<file path="src/rtl/phy_seq_pkg.sv">
package phy_seq_pkg;

  typedef enum logic [2:0] {
    ST_IDLE   = 3'd0,
    ST_SETTLE = 3'd1,
    ST_CAL    = 3'd2,
    ST_FREQ   = 3'd3,
    ST_DLL    = 3'd4
  } seq_state_t;

  typedef enum logic [1:0] {
    ERR_NONE = 2'd0,
    ERR_CAL  = 2'd1,
    ERR_DLL  = 2'd2
  } seq_err_t;

  localparam logic [2:0] PAD_DRIVE_50OHM = 3'd6;
  localparam logic [3:0] OTAP_SEL_INIT   = 4'd4;

  // ceil(khz * ns / 1e6), never below one cycle
  function automatic int unsigned ns_to_cycles(input int unsigned khz,
                                               input int unsigned ns);
    longint unsigned prod;
    longint unsigned cyc;
    prod = longint'(khz) * longint'(ns);
    cyc  = (prod + 64'd999999) / 64'd1000000;
    if (cyc == 0) cyc = 1;
    return int'(cyc);
  endfunction

endpackage

</file>
<file path="src/rtl/status_sync.sv">
module status_sync #(
  parameter int W = 2
) (
  input  logic         clk,
  input  logic         rst_n,
  input  logic [W-1:0] async_i,
  output logic [W-1:0] sync_o
);
  for (genvar b = 0; b < W; b++) begin : g_bit
    logic meta_q, sync_q;
    always_ff @(posedge clk or negedge rst_n) begin
      if (!rst_n) begin
        meta_q <= 1'b0;
        sync_q <= 1'b0;
      end else begin
        meta_q <= async_i[b];
        sync_q <= meta_q;
      end
    end
    assign sync_o[b] = sync_q;
  end
endmodule

</file>
<file path="src/rtl/rate_coder.sv">
module rate_coder #(
  parameter int RATE_W   = 20,
  parameter int STEP_KHZ = 50000,
  parameter int MAX_CODE = 3
) (
  input  logic [RATE_W-1:0] rate_khz,
  output logic [2:0]        code_o,
  output logic              warn_o
);
  // quotient rounded to nearest is >= k once rate >= k*STEP - STEP/2
  logic [MAX_CODE:0] at_least;

  for (genvar k = 1; k <= MAX_CODE + 1; k++) begin : g_thr
    localparam longint THR = longint'(k) * STEP_KHZ - STEP_KHZ / 2;
    assign at_least[k-1] = (longint'(rate_khz) >= THR);
  end

  always_comb begin
    code_o = 3'd0;
    for (int k = 0; k < MAX_CODE; k++) begin
      if (at_least[k]) code_o = 3'(k + 1);
    end
    warn_o = at_least[MAX_CODE];
  end
endmodule

</file>
<file path="src/rtl/step_timer.sv">
module step_timer #(
  parameter int CNT_W = 8
) (
  input  logic             clk,
  input  logic             rst_n,
  input  logic             clr,
  input  logic [CNT_W-1:0] limit,
  output logic             last_o
);
  logic [CNT_W-1:0] cnt_q;

  always_ff @(posedge clk or negedge rst_n) begin
    if (!rst_n)     cnt_q <= '0;
    else if (clr)   cnt_q <= '0;
    else if (!last_o) cnt_q <= cnt_q + 1'b1;
  end

  assign last_o = (cnt_q == limit - 1'b1);
endmodule

</file>
<file path="src/rtl/phy_bringup_seq.sv">
module phy_bringup_seq
  import phy_seq_pkg::*;
#(
  parameter int unsigned SYS_CLK_KHZ = 125000,
  parameter int unsigned SETTLE_NS   = 5000,
  parameter int unsigned CAL_TMO_NS  = 50000,
  parameter int unsigned DLL_TMO_NS  = 50000000,
  parameter int          RATE_W      = 20
) (
  input  logic              clk,
  input  logic              rst_n,
  input  logic              pwr_on_req,
  input  logic              pwr_off_req,
  input  logic [RATE_W-1:0] card_rate_khz,
  input  logic              cal_done_async,
  input  logic              dll_ready_async,
  output logic              cal_pdb_o,
  output logic              dll_en_o,
  output logic [2:0]        dll_freq_o,
  output logic [2:0]        pad_drive_o,
  output logic              otap_en_o,
  output logic [3:0]        otap_sel_o,
  output logic              busy_o,
  output logic              done_o,
  output logic              err_o,
  output logic [1:0]        err_code_o,
  output logic              rate_warn_o
);
  localparam int unsigned SETTLE_CYC = ns_to_cycles(SYS_CLK_KHZ, SETTLE_NS);
  localparam int unsigned CAL_CYC    = ns_to_cycles(SYS_CLK_KHZ, CAL_TMO_NS);
  localparam int unsigned DLL_CYC    = ns_to_cycles(SYS_CLK_KHZ, DLL_TMO_NS);
  localparam int unsigned MAX_CYC    =
    (DLL_CYC > CAL_CYC) ? ((DLL_CYC > SETTLE_CYC) ? DLL_CYC : SETTLE_CYC)
                        : ((CAL_CYC > SETTLE_CYC) ? CAL_CYC : SETTLE_CYC);
  localparam int CNT_W = $clog2(MAX_CYC + 1);

  seq_state_t       state_q;
  logic [1:0]       stat_sync;
  logic             cal_ok, dll_ok;
  logic [2:0]       code_now;
  logic             warn_now;
  logic [2:0]       code_q;
  logic             tmr_clr, tmr_last;
  logic [CNT_W-1:0] tmr_limit;

  status_sync #(.W(2)) u_sync (
    .clk     (clk),
    .rst_n   (rst_n),
    .async_i ({dll_ready_async, cal_done_async}),
    .sync_o  (stat_sync)
  );
  assign cal_ok = stat_sync[0];
  assign dll_ok = stat_sync[1];

  rate_coder #(.RATE_W(RATE_W)) u_coder (
    .rate_khz (card_rate_khz),
    .code_o   (code_now),
    .warn_o   (warn_now)
  );

  always_comb begin
    unique case (state_q)
      ST_SETTLE: tmr_limit = CNT_W'(SETTLE_CYC);
      ST_CAL:    tmr_limit = CNT_W'(CAL_CYC);
      ST_DLL:    tmr_limit = CNT_W'(DLL_CYC);
      default:   tmr_limit = CNT_W'(MAX_CYC);
    endcase
  end

  // restart the window on every state change
  always_comb begin
    tmr_clr = 1'b1;
    unique case (state_q)
      ST_SETTLE: tmr_clr = tmr_last;
      ST_CAL:    tmr_clr = cal_ok;
      ST_DLL:    tmr_clr = 1'b0;
      default:   tmr_clr = 1'b1;
    endcase
  end

  step_timer #(.CNT_W(CNT_W)) u_timer (
    .clk    (clk),
    .rst_n  (rst_n),
    .clr    (tmr_clr),
    .limit  (tmr_limit),
    .last_o (tmr_last)
  );

  assign busy_o = (state_q != ST_IDLE);

  always_ff @(posedge clk or negedge rst_n) begin
    if (!rst_n) begin
      state_q     <= ST_IDLE;
      cal_pdb_o   <= 1'b0;
      dll_en_o    <= 1'b0;
      dll_freq_o  <= 3'd0;
      pad_drive_o <= 3'd0;
      otap_en_o   <= 1'b0;
      otap_sel_o  <= 4'd0;
      done_o      <= 1'b0;
      err_o       <= 1'b0;
      err_code_o  <= ERR_NONE;
      rate_warn_o <= 1'b0;
      code_q      <= 3'd0;
    end else begin
      unique case (state_q)
        ST_IDLE: begin
          if (pwr_off_req) begin
            cal_pdb_o  <= 1'b0;
            done_o     <= 1'b1;
            err_o      <= 1'b0;
            err_code_o <= ERR_NONE;
          end else if (pwr_on_req) begin
            cal_pdb_o   <= 1'b0;
            dll_en_o    <= 1'b0;
            pad_drive_o <= PAD_DRIVE_50OHM;
            otap_en_o   <= 1'b0;
            otap_sel_o  <= OTAP_SEL_INIT;
            done_o      <= 1'b0;
            err_o       <= 1'b0;
            err_code_o  <= ERR_NONE;
            code_q      <= code_now;
            rate_warn_o <= warn_now;
            state_q     <= ST_SETTLE;
          end
        end
        ST_SETTLE: begin
          if (tmr_last) begin
            cal_pdb_o <= 1'b1;
            state_q   <= ST_CAL;
          end
        end
        ST_CAL: begin
          if (cal_ok) begin
            dll_freq_o <= code_q;
            state_q    <= ST_FREQ;
          end else if (tmr_last) begin
            done_o     <= 1'b1;
            err_o      <= 1'b1;
            err_code_o <= ERR_CAL;
            state_q    <= ST_IDLE;
          end
        end
        ST_FREQ: begin
          dll_en_o <= 1'b1;
          state_q  <= ST_DLL;
        end
        ST_DLL: begin
          if (dll_ok) begin
            done_o  <= 1'b1;
            state_q <= ST_IDLE;
          end else if (tmr_last) begin
            done_o     <= 1'b1;
            err_o      <= 1'b1;
            err_code_o <= ERR_DLL;
            state_q    <= ST_IDLE;
          end
        end
        default: state_q <= ST_IDLE;
      endcase
    end
  end
endmodule

</file>
<file path="config.mk">
export PLATFORM = sky130hd
export DESIGN_NAME = phy_bringup_seq
export DESIGN_NICKNAME = d
export VERILOG_FILES = /design/src/rtl/phy_seq_pkg.sv /design/src/rtl/status_sync.sv /design/src/rtl/rate_coder.sv /design/src/rtl/step_timer.sv /design/src/rtl/phy_bringup_seq.sv
export SDC_FILE = /design/constraint.sdc
export NUM_CORES = 1
export LEC_CHECK = 0
export ABC_CLOCK_PERIOD_IN_PS = 7850
export BUFFER_PORTS_ARGS = -buffer_cell sky130_fd_sc_hd__buf_4
export CAP_MARGIN = 40
export CELL_PAD_IN_SITES_DETAIL_PLACEMENT = 1
export CELL_PAD_IN_SITES_GLOBAL_PLACEMENT = 2
export CORE_ASPECT_RATIO = 2
export CORE_MARGIN = 2
export CORE_UTILIZATION = 38
export DETAILED_ROUTE_END_ITERATION = 16
export PLACE_DENSITY_LB_ADDON = 0.2
export SLEW_MARGIN = 20
export SYNTH_ARGS = -nofsm -noshare
export SYNTH_HDL_FRONTEND = slang
export SYNTH_HIERARCHICAL = 1
export SYNTH_SLANG_ARGS = --single-unit
</file>
<file path="constraint.sdc">
create_clock -name clk -period 7.85 [get_ports clk]
set_input_delay 1.1775 -clock clk [delete_from_list [all_inputs] [get_ports clk]]
set_output_delay 1.1775 -clock clk [all_outputs]
set_load 0.03 [all_outputs]
</file>
Yosys cells after proc, flatten, opt, wreduce, memory -nomap -nowiden
Cells that the tools add are included.
- flip-flop bits (word level): 45
- input port bits: 26
- output and inout port bits: 19
- logic and storage cells: 86
- add/subtract/negate cells: 2
- magnitude comparators: 4
- equality and inequality tests: 14
- multiplexer cells: 36
- bitwise gates (word level): 1
- reductions and logical operators: 13
- operator list (operator ; count):
    $mux 23 ; 2
    $pmux 23 s2 ; 1
    $ge 20x17->1 const B ; 2
    $add 23x1->23 const B ; 1
    $eq 23x23->1 ; 1
    $sub 23x1->23 const B ; 1
    $ge 20x15->1 const B ; 1
    $ge 20x18->1 const B ; 1
    $mux 3 ; 6
    $mux 2 ; 8
    $ne 2x2->1 const B ; 8
    $pmux 3 s5 ; 1
    $reduce_and 3->1 ; 5
    $mux 1 ; 12
    $pmux 1 s3 ; 3
    $eq 3x2->1 const B ; 2
    $pmux 2 s3 ; 1
    $reduce_and 6->1 ; 1
    $reduce_bool 3->1 ; 2
    $pmux 1 s2 ; 2
    $reduce_and 4->1 ; 1
    $reduce_bool 2->1 ; 2
    $eq 3x1->1 const B ; 1
    $eq 3x3->1 const B ; 1
    other kinds (4) ; 4

Logic depth before layout (Yosys ltp)
- word-level depth: 7
- mapped depth: 19
- mapped depth without buffers: 14

Cells and area by module
Netlist, hierarchy kept.
- by module, submodules not included (module ; times used ; cells each ; area each (µm²) ; sequential area each (µm²)):
    step_timer ; 1 ; 254 ; 2016.9 ; 575.6
    phy_bringup_seq ; 1 ; 95 ; 963.4 ; 425.4
    rate_coder ; 1 ; 37 ; 225.2 ; 0.0
    status_sync ; 1 ; 6 ; 115.1 ; 100.1

Least setup slack after synthesis
OpenSTA, ideal clock, no wires.
- kind: register -> register
- start: register state_q[1]
- end: register u_timer.cnt_q[0]
- library setup time: 0.132 ns
- arrival time: 5.228 ns
- required time: 7.718 ns
- slack: 2.491 ns
- cell stages (with the launch flop): 20
- path buffers: 6
- clock period less this slack: 5.359 ns
- cell sequence: dfrtp_1 -> buf_2 -> nor3_2 -> nor2_1 -> inv_1 -> or4_4 -> buf_6 -> nor2_1 -> a41oi_1 -> or4_1 -> nor4_1 -> and3_1 -> buf_6 -> buf_2 -> buf_2 -> or3_1 -> a21oi_1 -> a21oi_1 -> clkbuf_1 -> nor2_1
- word-level cells in the longest chain between the ends: 6
- elaborated cells between the ends (all ways): 9
- classes of those cells: add/sub: 1; eq/ne: 5; mux: 3
- RTL lines (item ; line ; source):
    from (decl) ; phy_bringup_seq.sv:37 ; seq_state_t state_q;
    from (signal assigned) ; phy_bringup_seq.sv:93 ; state_q <= ST_IDLE;
    from (signal assigned) ; phy_bringup_seq.sv:124 ; state_q <= ST_SETTLE;
    from (signal assigned) ; phy_bringup_seq.sv:130 ; state_q <= ST_CAL;
    $eq 3x2->1 / $eq 3x1->1 (equally long branches) ; phy_bringup_seq.sv:62 ; unique case (state_q)
    $pmux 23 s2 * ; phy_bringup_seq.sv:62 ;
    named net tmr_limit[0] ; phy_bringup_seq.sv:44 ; logic [CNT_W-1:0] tmr_limit;
    $sub 23x1->23 * ; step_timer.sv:18 ; assign last_o = (cnt_q == limit - 1'b1);
    $eq 23x23->1 * ; step_timer.sv:18 ;
    named net tmr_last ; phy_bringup_seq.sv:43 ; logic tmr_clr, tmr_last;
    $pmux 1 s3 * ; phy_bringup_seq.sv:73 ; unique case (state_q)
    named net tmr_clr ; phy_bringup_seq.sv:43 ;
    $ne 2x2->1 (no line) / $mux 23 (equally long branches) ; n/a ;
    to (signal assigned) ; step_timer.sv:15 ; else if (!last_o) cnt_q <= cnt_q + 1'b1;
    to (decl) ; step_timer.sv:10 ; logic [CNT_W-1:0] cnt_q;
The timed path passes the listed nets; every way through them passes the cells marked *.
A chain may end at the register's enable or synchronous reset.

Worst setup path in the final report
- start: register state_q[0]
- end: register u_timer.cnt_q[14]
The elaborated chain is that of the path after synthesis.

==> results.ini <==
[placement]
place_congestion = 0.800
portBuffers = 36
place_ws_ns = 2.35
dpl_cell_area_sq_um = 3680
dp_cells = 537
hpwlAfterDp_um = 6940

[logic_synthesis]
synthFlopType = dfrtp_1
ys_types = 64
syn_area_per_cell_sq_um = 8.47
ys_seq_area_share_pct = 33.2
synthTopCellsByCount = dfrtp_1, a21oi_1, o21ai_0
ys_warn_count = 6
synth.area.top_cells = dfrtp_1, a21oi_1, o21ai_0, or3_1, xnor2_1
synth_edf_count = 0
synth_largest_area_cell = dfrtp_1
ys_async_sr_fraction_pct = 100
synth_cells = 392
yosys.area.top_type_share_pct = 33.2
synth_area_sq_um = 3320
ys_seq_elements = 44
synth.most_common_cell = dfrtp_1

[timing]
min_period_ns = 5.39
skew_ns = 0.00698
setup_slack_ns = 2.46
setup_viol = 0
max_slew_margin_pct = 54.2
min_period_over_period_pct = 68.6
hold_viol = 0
setup_tns_ns = 0
tightest_slew_ns = 0.685
hold_slack_ns = 0.346
rsz0062_at_grt = false
fmax_mhz = 186
slew_violations = 0

[clock_network]
cts_tree = done
ctsResizeCount = 0
numCtsBuffers = 5
cts_root_buffer = clkbuf_16
clockBufferDepth = 2
htree_levels = 2
clk_pin_slew_ns = 0.06
cts_sinks = 44
post-cts-setup-buffers = 0
insertion_delay_ns = 0.29
holdBufCountCts = 0

[finish]
fillers = 1076
fin_cells = 544
fin_util_pct = 44.5
drive_gt1_share_pct = 16.9
finalNetCount = 472
postLayoutCellArea_sq_um = 3820
diodes = 0
synthToLayoutAreaGrowth_pct = 15.1

[grt]
overflow = 0
grt_usage_pct = 19.5
antenna_found_initial = 0
grt_pass1_wl_um = 14900
grt_pass1_vias = 3160
grt_max_degree = 45

[floorplanning]
die-area_sq_um = 9550
row_count = 48
core-area_sq_um = 8590
ios = 45
die_y_um = 136
die_w_um = 70.1
initial_utilization_pct = 38.7

[outcome]
outcome = finished clean

[route]
post_drt_wl_per_cell_um = 16.3
drtPass1Iterations = 4
postRouteAntennaNets = 0
drc_errors = 0
via_per_inst = 5.65
vias = 3071
wirelength_um = 8890
drt_iter0_markers = 69

[worst_setup_path]
cpMaxStageDelayCell = dfrtp_1
critPathMostFrequentCell = a21oi_1
path_cells = inv_1 -> nor3_2 -> inv_1 -> or4_1 -> nor3_1 -> nand3_1 -> xnor2_1 -> nor4_1 -> and3_1 -> buf_4 -> or3_1 -> a21oi_1 -> a21oi_1 -> buf_4 -> a21oi_1
arrival_ns = 5.54
start_kind = register
crit_start = state_q[0]$_DFFE_PN0P_
r2r.worst_path.cells = 15
worstSetupEndpointType = register
critPathKind = reg -> reg
cp_max_fo = 26
cp_data_required_time_ns = 8.01
r2r_start = state_q[0]$_DFFE_PN0P_
cpPeakStageDelay_ns = 0.69

[pwr]
p_comb_share_pct = 27.2
swShare_pct = 33.7
p_leak_nw = 1.56
clkPwrFrac_pct = 30.6
powerDensity_nw_per_um2 = 171
power_switching_mw = 0.220
p_int_mw = 0.432
pwr-share-seq_pct = 42.3
power_mw = 0.652
ir_drop_v = 0.000174

[job]
maxCapViolations = 0

[hold_path]
min_path_cells = 0
hp-start = u_sync/g_bit[1].meta_q$_DFF_PN0_
min_path_type = reg -> reg

-- placed cells by master (no fill, tap or decap), drive strengths merged, types with 2 or more instances in the layout --
| cell | Yosys | final |
|---|---|---|
| a2111oi | 2 | 2 |
| a211oi | 2 | 2 |
| a21oi | 36 | 36 |
| a31oi | 2 | 2 |
| a41oi | 2 | 2 |
| and3 | 9 | 9 |
| buf | 18 | 42 |
| clkbuf | 8 | 5 |
| conb | 2 | 31 |
| dfrtp | 44 | 44 |
| ha | 2 | 2 |
| inv | 16 | 16 |
| mux2 | 9 | 9 |
| mux2i | 2 | 2 |
| nand2 | 24 | 24 |
| nand2b | 7 | 7 |
| nand3 | 15 | 15 |
| nand3b | 2 | 2 |
| nand4 | 10 | 10 |
| nand4b | 2 | 2 |
| nor2 | 25 | 25 |
| nor2b | 3 | 3 |
| nor3 | 15 | 15 |
| nor3b | 5 | 5 |
| nor4 | 10 | 10 |
| o21a | 4 | 4 |
| o21ai | 28 | 28 |
| o31ai | 10 | 10 |
| or3 | 21 | 21 |
| or4 | 11 | 11 |
| or4b | 2 | 2 |
| xnor2 | 14 | 14 |
| xor2 | 12 | 12 |
-- kinds of logic (layout without fill, tap and decap cells) --
group,count (synthesis),count (layout),synth area share [%]
simple gates,165,165,28.5
compound gates,100,100,19.4
flops,44,44,33.2
buf+inv,42,65,7.42
xor+xnor,26,26,6.86
mux,11,11,3.65
fa+ha+maj,2,2,0.753
other cells,2,31,0.226
-- cell type report --
type,count,area (sq um),area share [%]
multi-input combinational,335,2080,54.6
sequential,44,1100,28.8
clock inverter,2,12.5,0.327
tap,100,125,3.27
timing repair buffer,42,313,8.19
clock buffer,5,125,3.27
inverter,16,60.1,1.57
-- layer usage --
metal | global-route usage (%) | vias up | share of wire [%]
met5 | 0 | - | 0
met2 | 39.3 | 38 | 57
met4 | 8.76 | 0 | 3.7
li1 | - | 1516 | -
met1 | 19.6 | 1501 | 38
met3 | 1.63 | 16 | 1.2
-- critical path: cells and delay by family (launching register included) --
family / cells / cell delay (ns)
XOR/XNOR: 1 / 0.17
AO/OA/AOI/OAI: 3 / 0.27
buffers and inverters: 4 / 1.20
flip-flops: 1 / 0.69
AND/OR/NAND/NOR: 7 / 2.91
-- flip-flops by register name (all words and copies together) (netlist names), 2 cells and up --
register and flops:
code_q 3, dll_freq_o 3, err_code_o 2, state_q 3, u_sync/g_bit.meta_q 2, u_sync/g_bit.sync_q 2, u_timer/cnt_q 23
-- worst paths after layout --
| path | end | slack (ns) |
|---|---|---|
| setup reg to reg | u_timer/cnt_q[14]$_DFFE_PN0P_ | 2.46 |
| setup / recovery | u_timer/cnt_q[14]$_DFFE_PN0P_ | 2.46 |
| hold reg to reg | u_sync/g_bit[1].sync_q$_DFF_PN0_ | 0.35 |
| hold / removal | u_sync/g_bit[1].sync_q$_DFF_PN0_ | 0.35 |
| min in group asynchronous | cal_pdb_o$_DFFE_PN0P_ | 0.88 |
| max in group asynchronous | u_timer/cnt_q[19]$_DFFE_PN0P_ | 6.54 |
-- power by group through the flow --
stage	registers, mW	logic (mW)	clock network (mW)
after floorplan	0.273	0.128	0
after global placement	0.278	0.174	0
after detailed placement	0.279	0.179	0
after CTS	0.275	0.180	0.208
after global routing	0.280	0.197	0.215
final	0.276	0.177	0.200
Note: power is estimated with default switching activity, not from simulation.
